==> config.mk <==
export PLATFORM = sky130hd
export DESIGN_NAME = pcf_fill_ctrl
export DESIGN_NICKNAME = d
export VERILOG_FILES = /design/src/rtl/pcf_pkg.sv /design/src/rtl/pcf_set_match.sv /design/src/rtl/pcf_victim_pick.sv /design/src/rtl/pcf_dirty_walk.sv /design/src/rtl/pcf_fill_ctrl.sv
export SDC_FILE = /design/constraint.sdc
export NUM_CORES = 1
export LEC_CHECK = 0
export ABC_AREA = 1
export ABC_CLOCK_PERIOD_IN_PS = 4440
export BUFFER_PORTS_ARGS = -buffer_cell sky130_fd_sc_hd__buf_4
export CAP_MARGIN = 5
export CORE_ASPECT_RATIO = 2
export CORE_MARGIN = 8
export CORE_UTILIZATION = 40
export CTS_CLUSTER_DIAMETER = 120
export DETAILED_ROUTE_END_ITERATION = 7
export PLACE_DENSITY = 0.56
export SLEW_MARGIN = 30
export SYNTH_ARGS = -nofsm -noshare
export SYNTH_HDL_FRONTEND = slang
export SYNTH_SLANG_ARGS = --single-unit
==> constraint.sdc <==
create_clock -name clk -period 4.44 [get_ports clk]
set_clock_uncertainty 0.15 [all_clocks]
set_input_delay 0.888 -clock clk [delete_from_list [all_inputs] [get_ports clk]]
set_output_delay 0.888 -clock clk [all_outputs]
set_load 0.02 [all_outputs]
==> src/rtl/pcf_pkg.sv <==
package pcf_pkg;

  typedef enum logic [1:0] {
    CMD_FILL   = 2'd0,
    CMD_MIG_RD = 2'd1,
    CMD_WB_WR  = 2'd2
  } pcf_cmd_e;

  typedef enum logic [2:0] {
    ST_IDLE,
    ST_LOOK,
    ST_MIG_RD,
    ST_WB_WR,
    ST_FILL
  } pcf_state_e;

  // Address of a sub-block inside the cache: line slot scaled by page size.
  function automatic logic [31:0] local_addr(input logic [31:0] line,
                                             input logic [31:0] sub,
                                             input int unsigned page_bits,
                                             input int unsigned blk_bits);
    return (line << page_bits) + (sub << blk_bits);
  endfunction

  // Address of a sub-block in backing memory, rebuilt from the page tag.
  function automatic logic [31:0] backing_addr(input logic [31:0] tag,
                                               input logic [31:0] sub,
                                               input int unsigned page_bits,
                                               input int unsigned blk_bits);
    return (tag << page_bits) + (sub << blk_bits);
  endfunction

endpackage

==> src/rtl/pcf_set_match.sv <==
module pcf_set_match #(
  parameter int WAYS     = 2,
  parameter int SUBS     = 4,
  parameter int TAG_W    = 10,
  parameter int WAY_BITS = 1
) (
  input  logic [WAYS-1:0][TAG_W-1:0] way_tag,
  input  logic [WAYS-1:0][SUBS-1:0]  way_vld,
  input  logic [TAG_W-1:0]           page,
  input  logic [SUBS-1:0]            sub_bit,
  output logic [WAYS-1:0]            page_match,
  output logic                       full_hit,
  output logic [WAY_BITS-1:0]        hit_way
);
  logic [WAYS-1:0] sub_hit;

  for (genvar w = 0; w < WAYS; w++) begin : g_way
    assign page_match[w] = (|way_vld[w]) && (way_tag[w] == page);
    assign sub_hit[w]    = page_match[w] && (|(way_vld[w] & sub_bit));
  end

  assign full_hit = |sub_hit;

  always_comb begin
    hit_way = '0;
    for (int w = WAYS - 1; w >= 0; w--) begin
      if (page_match[w]) hit_way = WAY_BITS'(w);
    end
  end
endmodule

==> src/rtl/pcf_victim_pick.sv <==
module pcf_victim_pick #(
  parameter int WAYS     = 2,
  parameter int SUBS     = 4,
  parameter int TS_W     = 16,
  parameter int WAY_BITS = 1
) (
  input  logic [WAYS-1:0][SUBS-1:0] way_vld,
  input  logic [WAYS-1:0][TS_W-1:0] way_ts,
  output logic [WAY_BITS-1:0]       vict_way,
  output logic                      vict_valid
);
  logic                found;
  logic [WAY_BITS-1:0] free_way;
  logic [WAY_BITS-1:0] old_way;

  always_comb begin
    found    = 1'b0;
    free_way = '0;
    for (int w = 0; w < WAYS; w++) begin
      if (!found && (way_vld[w] == '0)) begin
        found    = 1'b1;
        free_way = WAY_BITS'(w);
      end
    end
    old_way = '0;
    for (int w = 1; w < WAYS; w++) begin
      if (way_ts[w] < way_ts[old_way]) old_way = WAY_BITS'(w);
    end
  end

  assign vict_way   = found ? free_way : old_way;
  assign vict_valid = !found;
endmodule

==> src/rtl/pcf_dirty_walk.sv <==
module pcf_dirty_walk #(
  parameter int SUBS     = 4,
  parameter int SUB_BITS = 2
) (
  input  logic [SUBS-1:0]     mask,
  output logic [SUB_BITS-1:0] idx
);
  always_comb begin
    idx = '0;
    for (int i = SUBS - 1; i >= 0; i--) begin
      if (mask[i]) idx = SUB_BITS'(i);
    end
  end
endmodule

==> src/rtl/pcf_fill_ctrl.sv <==
module pcf_fill_ctrl
  import pcf_pkg::*;
#(
  parameter int ADDR_W   = 12,
  parameter int SETS     = 4,
  parameter int WAYS     = 2,
  parameter int SUBS     = 4,
  parameter int BLK_BITS = 6,
  parameter int TS_W     = 16,
  parameter int OWN_W    = 4
) (
  input  logic                       clk,
  input  logic                       rst_n,
  input  logic                       ins_valid,
  output logic                       ins_ready,
  input  logic [ADDR_W-1:0]          ins_blk,
  input  logic [OWN_W-1:0]           ins_owner,
  input  logic                       wr_hit_valid,
  input  logic [ADDR_W-1:0]          wr_hit_blk,
  output logic                       cmd_valid,
  input  logic                       cmd_ready,
  output logic [1:0]                 cmd_kind,
  output logic [ADDR_W+BLK_BITS-1:0] cmd_addr,
  output logic [OWN_W-1:0]           cmd_owner
);
  localparam int SUB_BITS  = $clog2(SUBS);
  localparam int SET_BITS  = $clog2(SETS);
  localparam int WAY_BITS  = $clog2(WAYS);
  localparam int LINE_BITS = WAY_BITS + SET_BITS;
  localparam int LINES     = 1 << LINE_BITS;
  localparam int PAGE_BITS = BLK_BITS + SUB_BITS;
  localparam int TAG_W     = ADDR_W - SUB_BITS;
  localparam int CMD_AW    = ADDR_W + BLK_BITS;

  // Tag store, one entry per (way, set) slot.
  logic [TAG_W-1:0] tag_q [LINES];
  logic [SUBS-1:0]  vld_q [LINES];
  logic [SUBS-1:0]  drt_q [LINES];
  logic [TS_W-1:0]  ts_q  [LINES];
  logic [OWN_W-1:0] own_q [LINES];

  pcf_state_e          state_q;
  logic [TS_W-1:0]     stamp_q;
  logic [ADDR_W-1:0]   req_blk_q;
  logic [OWN_W-1:0]    req_own_q;
  logic [WAY_BITS-1:0] way_q;
  logic [TAG_W-1:0]    old_tag_q;
  logic [OWN_W-1:0]    old_own_q;
  logic [SUBS-1:0]     walk_q;

  // Fields of the pending request and of the write-hit.
  logic [SUB_BITS-1:0] req_sub, wh_sub;
  logic [TAG_W-1:0]    req_page, wh_page;
  logic [SET_BITS-1:0] req_set, wh_set;
  logic [SUBS-1:0]     req_bit, wh_bit;

  assign req_sub  = req_blk_q[SUB_BITS-1:0];
  assign req_page = req_blk_q[ADDR_W-1:SUB_BITS];
  assign req_set  = req_page[SET_BITS-1:0];
  assign req_bit  = SUBS'(1) << req_sub;
  assign wh_sub   = wr_hit_blk[SUB_BITS-1:0];
  assign wh_page  = wr_hit_blk[ADDR_W-1:SUB_BITS];
  assign wh_set   = wh_page[SET_BITS-1:0];
  assign wh_bit   = SUBS'(1) << wh_sub;

  // Per-way views of the addressed sets.
  logic [WAYS-1:0][TAG_W-1:0] rs_tag, ws_tag;
  logic [WAYS-1:0][SUBS-1:0]  rs_vld, ws_vld;
  logic [WAYS-1:0][TS_W-1:0]  rs_ts;

  for (genvar w = 0; w < WAYS; w++) begin : g_view
    localparam logic [WAY_BITS-1:0] WV = WAY_BITS'(w);
    assign rs_tag[w] = tag_q[{WV, req_set}];
    assign rs_vld[w] = vld_q[{WV, req_set}];
    assign rs_ts[w]  = ts_q[{WV, req_set}];
    assign ws_tag[w] = tag_q[{WV, wh_set}];
    assign ws_vld[w] = vld_q[{WV, wh_set}];
  end

  // Named internal events, also observed by the checker.
  logic [WAYS-1:0]     look_match, wh_match;
  logic                look_full, wh_full;
  logic [WAY_BITS-1:0] hit_way, wh_way, vict_way;
  logic                vict_valid;
  logic                in_look, ev_reject, ev_partial, wh_apply;
  logic [LINE_BITS-1:0] hit_line, vict_line, wh_line;
  logic [SUB_BITS-1:0] walk_idx;
  logic [SUBS-1:0]     walk_left;

  pcf_set_match #(.WAYS(WAYS), .SUBS(SUBS), .TAG_W(TAG_W), .WAY_BITS(WAY_BITS)) u_req_match (
    .way_tag(rs_tag), .way_vld(rs_vld), .page(req_page), .sub_bit(req_bit),
    .page_match(look_match), .full_hit(look_full), .hit_way(hit_way)
  );

  pcf_set_match #(.WAYS(WAYS), .SUBS(SUBS), .TAG_W(TAG_W), .WAY_BITS(WAY_BITS)) u_wh_match (
    .way_tag(ws_tag), .way_vld(ws_vld), .page(wh_page), .sub_bit(wh_bit),
    .page_match(wh_match), .full_hit(wh_full), .hit_way(wh_way)
  );

  pcf_victim_pick #(.WAYS(WAYS), .SUBS(SUBS), .TS_W(TS_W), .WAY_BITS(WAY_BITS)) u_victim (
    .way_vld(rs_vld), .way_ts(rs_ts), .vict_way(vict_way), .vict_valid(vict_valid)
  );

  pcf_dirty_walk #(.SUBS(SUBS), .SUB_BITS(SUB_BITS)) u_walk (
    .mask(walk_q), .idx(walk_idx)
  );

  assign in_look    = (state_q == ST_LOOK);
  assign ev_reject  = in_look && look_full;
  assign ev_partial = in_look && !look_full && (|look_match);
  assign wh_apply   = wr_hit_valid && wh_full;
  assign hit_line   = {hit_way, req_set};
  assign vict_line  = {vict_way, req_set};
  assign wh_line    = {wh_way, wh_set};
  assign walk_left  = walk_q & ~(SUBS'(1) << walk_idx);

  always_ff @(posedge clk) begin
    if (!rst_n) begin
      state_q   <= ST_IDLE;
      stamp_q   <= '0;
      req_blk_q <= '0;
      req_own_q <= '0;
      way_q     <= '0;
      old_tag_q <= '0;
      old_own_q <= '0;
      walk_q    <= '0;
      for (int l = 0; l < LINES; l++) begin
        tag_q[l] <= '0;
        vld_q[l] <= '0;
        drt_q[l] <= '0;
        ts_q[l]  <= '0;
        own_q[l] <= '0;
      end
    end else begin
      stamp_q <= stamp_q + 1'b1;
      if (wh_apply) drt_q[wh_line] <= drt_q[wh_line] | wh_bit;
      case (state_q)
        ST_IDLE: begin
          if (ins_valid) begin
            req_blk_q <= ins_blk;
            req_own_q <= ins_owner;
            state_q   <= ST_LOOK;
          end
        end
        ST_LOOK: begin
          if (look_full) begin
            state_q <= ST_IDLE;
          end else if (|look_match) begin
            way_q           <= hit_way;
            vld_q[hit_line] <= vld_q[hit_line] | req_bit;
            drt_q[hit_line] <= (drt_q[hit_line] |
                                ((wh_apply && (wh_line == hit_line)) ? wh_bit : '0)) & ~req_bit;
            ts_q[hit_line]  <= stamp_q;
            state_q         <= ST_FILL;
          end else begin
            way_q            <= vict_way;
            old_tag_q        <= tag_q[vict_line];
            old_own_q        <= own_q[vict_line];
            walk_q           <= vict_valid ? drt_q[vict_line] : '0;
            tag_q[vict_line] <= req_page;
            own_q[vict_line] <= req_own_q;
            ts_q[vict_line]  <= stamp_q;
            vld_q[vict_line] <= req_bit;
            drt_q[vict_line] <= '0;
            state_q <= (vict_valid && (|drt_q[vict_line])) ? ST_MIG_RD : ST_FILL;
          end
        end
        ST_MIG_RD: if (cmd_ready) state_q <= ST_WB_WR;
        ST_WB_WR: begin
          if (cmd_ready) begin
            walk_q  <= walk_left;
            state_q <= (|walk_left) ? ST_MIG_RD : ST_FILL;
          end
        end
        ST_FILL: if (cmd_ready) state_q <= ST_IDLE;
        default: state_q <= ST_IDLE;
      endcase
    end
  end

  pcf_cmd_e    kind_e;
  logic [31:0] addr32;

  always_comb begin
    case (state_q)
      ST_MIG_RD: begin
        kind_e    = CMD_MIG_RD;
        addr32    = local_addr(32'({way_q, req_set}), 32'(walk_idx), PAGE_BITS, BLK_BITS);
        cmd_owner = old_own_q;
      end
      ST_WB_WR: begin
        kind_e    = CMD_WB_WR;
        addr32    = backing_addr(32'(old_tag_q), 32'(walk_idx), PAGE_BITS, BLK_BITS);
        cmd_owner = old_own_q;
      end
      default: begin
        kind_e    = CMD_FILL;
        addr32    = local_addr(32'({way_q, req_set}), 32'(req_sub), PAGE_BITS, BLK_BITS);
        cmd_owner = req_own_q;
      end
    endcase
  end

  assign cmd_kind  = kind_e;
  assign cmd_addr  = addr32[CMD_AW-1:0];
  assign cmd_valid = (state_q == ST_MIG_RD) || (state_q == ST_WB_WR) || (state_q == ST_FILL);
  assign ins_ready = (state_q == ST_IDLE);
endmodule

==> results of run 1 <==
[kinds of logic (layout without fill, tap and decap cells)]
group	count (synthesis)	after routing	synth area share (%)
AOI/OAI and AO/OA	507	507	14.89
and+or+nand+nor	1038	1038	23.04
adders and majority gates	16	16	1.023
xor gates and xnor gates	26	26	1.203
DFF	360	360	52.40
muxes	3	3	0.1535
buffers and inverters	322	426	7.267
other	1	14	0.01917
[cells in the mapped netlist, types with 3 or more instances]
cell type and count:
buf_6 12, nor4_1 4, a21oi_1 176, o21ai_1 7
nand4_1 28, o22ai_1 24, nor2_4 7, nand2_2 6
nor3_1 24, ha_1 16, clkbuf_1 74, buf_1 9
mux2i_1 3, nand2_4 3, dfxtp_1 56, nor3b_1 4
o31ai_1 6, a31oi_1 11, nand3_1 129, nand3b_1 7
a32o_1 15, nand3_2 3, inv_1 142, nor2_2 11
a32oi_1 4, o21ai_4 5, or2_1 3, nor2_1 380
a21oi_2 4, inv_4 4, and3_1 4, xor2_1 23
o211ai_1 48, or2_2 15, edfxtp_1 304, clkinv_1 20
inv_2 13, nand2_1 400, buf_4 21, o21ai_0 197
buf_2 27, o311ai_0 3
[cell type report]
cell class                      count  area, sq um
Fill cell                        4731        25900
Multi-Input combinational cell   1604         7940
Inverter                          179        681.9
Clock inverter                     18        219.0
Timing Repair Buffer              183         1587
Tap cell                          638        798.3
Sequential cell                   360        10260
Clock buffer                       46        968.4
[routing by layer]
metal	up-vias	global-route usage (%)	part of all wire [%]	wire (microns)
met5	-	0	0	0
met4	0	24.36	11	8011
met3	285	3.833	4.8	3610
met2	683	50.59	54	41090
met1	8169	24.00	31	23240
li1	7951	-	-	-
[power groups by stage]
stage          registers (uW)  clock network, uW  logic [uW]
2_1_floorplan            4240                  0        3380
3_3_place_gp             4370                  0        5810
3_5_place_dp             4370                  0        5840
4_1_cts                  4300               3200        5860
5_1_grt                  4330               3320        6370
6_report                 4310               3180        5960
[cell usage in the layout, fill, tap and decap left out, types with 20 or more instances in the layout]
cell type / Yosys / layout
nand2_1: 400 / 400
nor2_1: 380 / 379
edfxtp_1: 304 / 304
o21ai_0: 197 / 197
a21oi_1: 176 / 176
buf_4: 21 / 166
inv_1: 142 / 142
nand3_1: 129 / 129
dfxtp_1: 56 / 53
o211ai_1: 48 / 48
clkbuf_16: 0 / 36
nand4_1: 28 / 28
nor3_1: 24 / 24
o22ai_1: 24 / 24
xor2_1: 23 / 23
clkinv_1: 20 / 20
[metrics by stage]
stage,total power [uW],cells,setup WS [ps]
after floorplan,7619,2286,377.3
after global placement,10180,2964,126.1
after detailed placement,10220,2964,69.53
after CTS,13370,3028,186.6
after global routing,14020,3028,3.706
final,13440,3028,236.8
[registers in the layout, indices dropped and copies added, names as in the netlist, 10 cells and up, named ones only]
name       cells
ts_q         128
tag_q         80
drt_q         32
own_q         32
vld_q         32
stamp_q       16
req_blk_q     12
old_tag_q     10
[worst min-delay path by stage]
stage               cells past startpoint  slack [ps]        from    endpoint
CTS                                     1         320  stamp_q[0]  stamp_q[0]
global route                            1         350  stamp_q[0]  stamp_q[0]
finish                                  1         320  stamp_q[0]  stamp_q[0]
global placement                        1         300  stamp_q[0]  stamp_q[0]
detailed placement                      1         300  stamp_q[0]  stamp_q[0]
floorplan                               1         270  stamp_q[0]  stamp_q[0]
==> results.yml, run 1 <==
status:
  status: "finished, final reports clean"
synth:
  synth_top_area_cell: "edfxtp_1"
  ys.flop_type: "edfxtp_1"
  async_flop_share_pct: 0
  synth-seq-cells: 360
  synth_cell_types: 59
  synthCells: 2273
  ys_warn_count: 0
  netlist_area_sq_um: 19560
  syn-mean-instance-area_sq_um: 8.605
  synth_edf_count: 304
  ys_seq_area_share_pct: 52.40
  synthTopCellsByArea: "edfxtp_1 (47%), nand2_1 (7.7%), nor2_1 (7.3%)"
  yosysTopAreaCellShare_pct: 46.67
worst_setup_path:
  rrSetupSlack_ps: 240
  worstPathMaxFanout: 40
  cp.required_ps: 4510
  cpMostUsedCell: "o21ai_0"
  cpMaxStageDelayCell: "dfxtp_4"
  worstSetupPathDepth: 15
  crit_arrival_ps: 4270
  start_kind: "flop"
  crit_buf_inv: 4
  crit_chain: "inv_2, buf_12, o21ai_0, a21oi_1, nand4_1, nand3_1, nor3_4, o21ai_0, nand3_2, o21ai_4, nand2_4, nor2_4, inv_4, nand2_1, buf_4"
  cpPeakStageDelay_ps: 350
  cp_top_family: "simple AND/OR/NAND/NOR gates"
  path_class: "flop to flop"
  reg2reg_to: "vld_q[3][1]"
  endpoint: "vld_q[3][1]"
  reg2regPathDepth: 15
  setup.worst_path.end_class: "flop"
worst_hold_path:
  min-delay-path-class: "flop to flop"
detailed_routing:
  vias_per_cell: 5.643
  vias: 17090
  avgRoutedWirePerCell_microns: 25.08
  firstDrtPassIters: 7
  drc: 0
  drt-initial-drc-count: 1218
  finalWirelength_microns: 75950
  antenna_left: 0
sta:
  tightestPinTransition_ps: 1013
  hold_viol: 0
  rsz0062_at_grt: "no"
  setup_viol: 0
  finalSetupTns_ps: 0
  period_share_pct: 94.67
  relSlewSlack_pct: 31.73
  fin_hold_ws_ps: 317.1
  drv_slew: 0
  max_freq_mhz: 237.9
  period_needed_ps: 4203
clock_tree:
  cts-resized-gates: 0
  numCtsBuffers: 35
  cts_buffer_depth: 3
  clkTransAtPathRegs_ps: 70
  clock-sinks: 360
  postCtsHoldBufs: 0
  htree_num_levels: 2
  postCtsSetupBuffers: 0
  clock_latency_ps: 570
  ctsRootBufferMaster: "clkbuf_16"
  tritoncts: "built"
grt:
  grt_max_degree: 72
  grt_remaining_overflow: 0
  antenna_found_initial: 0
  grt_pass1_vias: 17200
  grt_pass1_wl_microns: 110100
  gr-usage-all-layers_pct: 26.96
cells_and_area:
  nNetsFinal: 2412
  layout-drive-gt1-share_pct: 13.68
  final_area_sq_um: 22450
  final_core_utilization_pct: 46.43
  area_growth_pct: 14.78
  antenna_cells: 0
place:
  io_buffers: 52
  dpl_cell_area_sq_um: 21260
  dp_hpwl_microns: 55540
  place.gp.congestion: 0.9630
die:
  die_height_microns: 328.7
  num_rows: 114
  die_x_microns: 172.4
  core_area_sq_um: 48350
  start_util_pct: 40.45
  dieArea_sq_um: 56660
  ios: 59
power_and_ir_drop:
  pwr-share-clk_pct: 23.6
  power_switching_uw: 5808
  p_sw_share_pct: 43.21
  intPower_uw: 7635
  power.density_nw_per_um2: 598.8
  seqPwrFrac_pct: 32.0
  leakage_uw: 0.008659
  p_comb_share_pct: 44.3
  ir_drop_v: 0.0004201
job:
  cap_violations: 0
No activity file was read; power rests on OpenSTA's default activity.
==> run 2: changes to the inputs <==
- RECOVER_POWER: default -> 25
==> run 2 against run 1 <==
Total power shrank 0.71%. Flip-flop and latch count is the same. Via count shrank 0.32%. Maximum frequency is essentially flat. Core utilization shrank 0.28 points. Hold slack gained 1.2 ps. Non-clock buffer count is the same.
==> results.yml, run 2 (synthesis results as in run 1) <==
status:
  status: "finished, final reports clean"
worst_setup_path:
  crit_arrival_ps: 4270
  cp.required_ps: 4510
  setup.worst_path.end_class: "flop"
  cpMaxStageDelayCell: "nand4_1"
  crit_chain: "inv_2, buf_12, o21ai_0, a21oi_1, nand4_1, nand3_1, nor3_1, o21ai_0, nand3_2, o21ai_4, nand2_4, nor2_4, inv_4, nand2_1, buf_4"
  start_kind: "flop"
  cpPeakStageDelay_ps: 360
  worstPathMaxFanout: 40
  cp_top_family: "simple AND/OR/NAND/NOR gates"
  crit_buf_inv: 4
  path_class: "flop to flop"
  cpMostUsedCell: "o21ai_0"
sta:
  hold_viol: 0
  drv_slew: 0
  finalSetupTns_ps: 0
  fin_hold_ws_ps: 318.3
  max_freq_mhz: 238.0
  setup_viol: 0
  period_needed_ps: 4202
  relSlewSlack_pct: 12.21
  period_share_pct: 94.65
  tightestPinTransition_ps: 1317
  rsz0062_at_grt: "no"
clock_tree:
  numCtsBuffers: 35
  htree_num_levels: 2
  tritoncts: "built"
  clock_latency_ps: 570
  cts_buffer_depth: 3
  postCtsHoldBufs: 0
  clock-sinks: 360
  ctsRootBufferMaster: "clkbuf_16"
  clkTransAtPathRegs_ps: 70
detailed_routing:
  drc: 0
  drt-initial-drc-count: 1256
  antenna_left: 0
  vias: 17030
  vias_per_cell: 5.623
  avgRoutedWirePerCell_microns: 25.00
  firstDrtPassIters: 6
  finalWirelength_microns: 75740
cells_and_area:
  top_regs: "ts_q x128, tag_q x80"
  nNetsFinal: 2412
  layout_commonest_cell: "nand2_1"
  final_area_sq_um: 22310
  largest_reg_flops: 128
  layout_common_cells: "nand2_1 (400), nor2_1 (379), edfxtp_1 (304)"
  top_register: "ts_q"
  layout-drive-gt1-share_pct: 12.34
  area_growth_pct: 14.08
die:
  die_x_microns: 172.4
  ios: 59
  core_area_sq_um: 48350
  num_rows: 114
  dieArea_sq_um: 56660
  start_util_pct: 40.45
  die_height_microns: 328.7
grt:
  grt_max_degree: 72
  grt_pass1_vias: 17200
  grt_pass1_wl_microns: 110100
  antenna_found_initial: 0
  gr-usage-all-layers_pct: 26.96
  grt_remaining_overflow: 0
place:
  dp_hpwl_microns: 55540
  io_buffers: 52
  place.gp.congestion: 0.9630
  dpl_cell_area_sq_um: 21260
job:
  cap_violations: 0
power_and_ir_drop:
  ir_drop_v: 0.0004190
  power.density_nw_per_um2: 598.2
  leakage_uw: 0.008522
worst_hold_path:
  min-delay-path-class: "flop to flop"
-- run 2: cell types whose count changed in the layout (fill, tap and decap cells not counted), moves of 2 or more --
cell | previous run | this run
nand4_1 | 28 | 30
clkbuf_2 | 0 | 3
buf_4 | 166 | 135
nand4_2 | 2 | 0
clkbuf_1 | 7 | 34
-- run 2: metrics by stage --
| step | utilization [%] | setup slack (ps) | power (uW) | instances |
|---|---|---|---|---|
| after global placement | 43.97 | 126.1 | 10180 | 2964 |
| after global routing | 46.14 | 6.965 | 13920 | 3028 |
| after floorplan | - | 377.3 | 7619 | 2286 |
| final | 46.15 | 237.6 | 13350 | 3029 |
| after detailed placement | 43.97 | 69.53 | 10220 | 2964 |
| after CTS | 46.42 | 186.6 | 13370 | 3028 |
-- run 2: path summary, 6_finish.rpt --
path	cells past startpoint	endpoint	startpoint	slack, ps
max	15	vld_q[3][1]	flop	240
min	1	stamp_q[0]	stamp_q[0]	320
min reg2reg	1	stamp_q[0]	stamp_q[0]	320
max reg2reg	15	vld_q[3][1]	flop	240
-- run 2: cell type report --
cell class                      count  area [sq um]
Fill cell                        4767         26040
Sequential cell                   360         10260
Multi-Input combinational cell   1604          7911
Timing Repair Buffer              183          1478
Clock buffer                       46         968.4
Tap cell                          638         798.3
Inverter                          179         680.7
Clock inverter                     18         219.0
Antenna cell                        1         2.502
-- run 2: timing repair --
item	CTS	global route
setup buffers	0	0
setup endpoints to repair	0	1
resized for setup	0	1
-- run 2: worst register-to-register path: stages (launching register included) --
cell	delay [ps]
dfxtp_4	350
inv_2	220
buf_12	270
o21ai_0	140
a21oi_1	320
nand4_1	360
nand3_1	210
nor3_1	90
o21ai_0	160
nand3_2	290
o21ai_4	310
nand2_4	130
nor2_4	260
inv_4	140
nand2_1	80
buf_4	340
-- run 2: per-layer routing --
| layer | wire length [microns] | track usage, % |
|---|---|---|
| met3 | 3479 | 3.833 |
| met2 | 40970 | 50.59 |
| met5 | 0 | 0 |
| met4 | 8236 | 24.36 |
| met1 | 23060 | 24.00 |
-- run 2: where the power goes --
group | switching, uW | total (uW) | internal (uW)
combinational | 4150 | 5870 | 1720
clock | 1380 | 3170 | 1790
sequential | 259 | 4310 | 4050
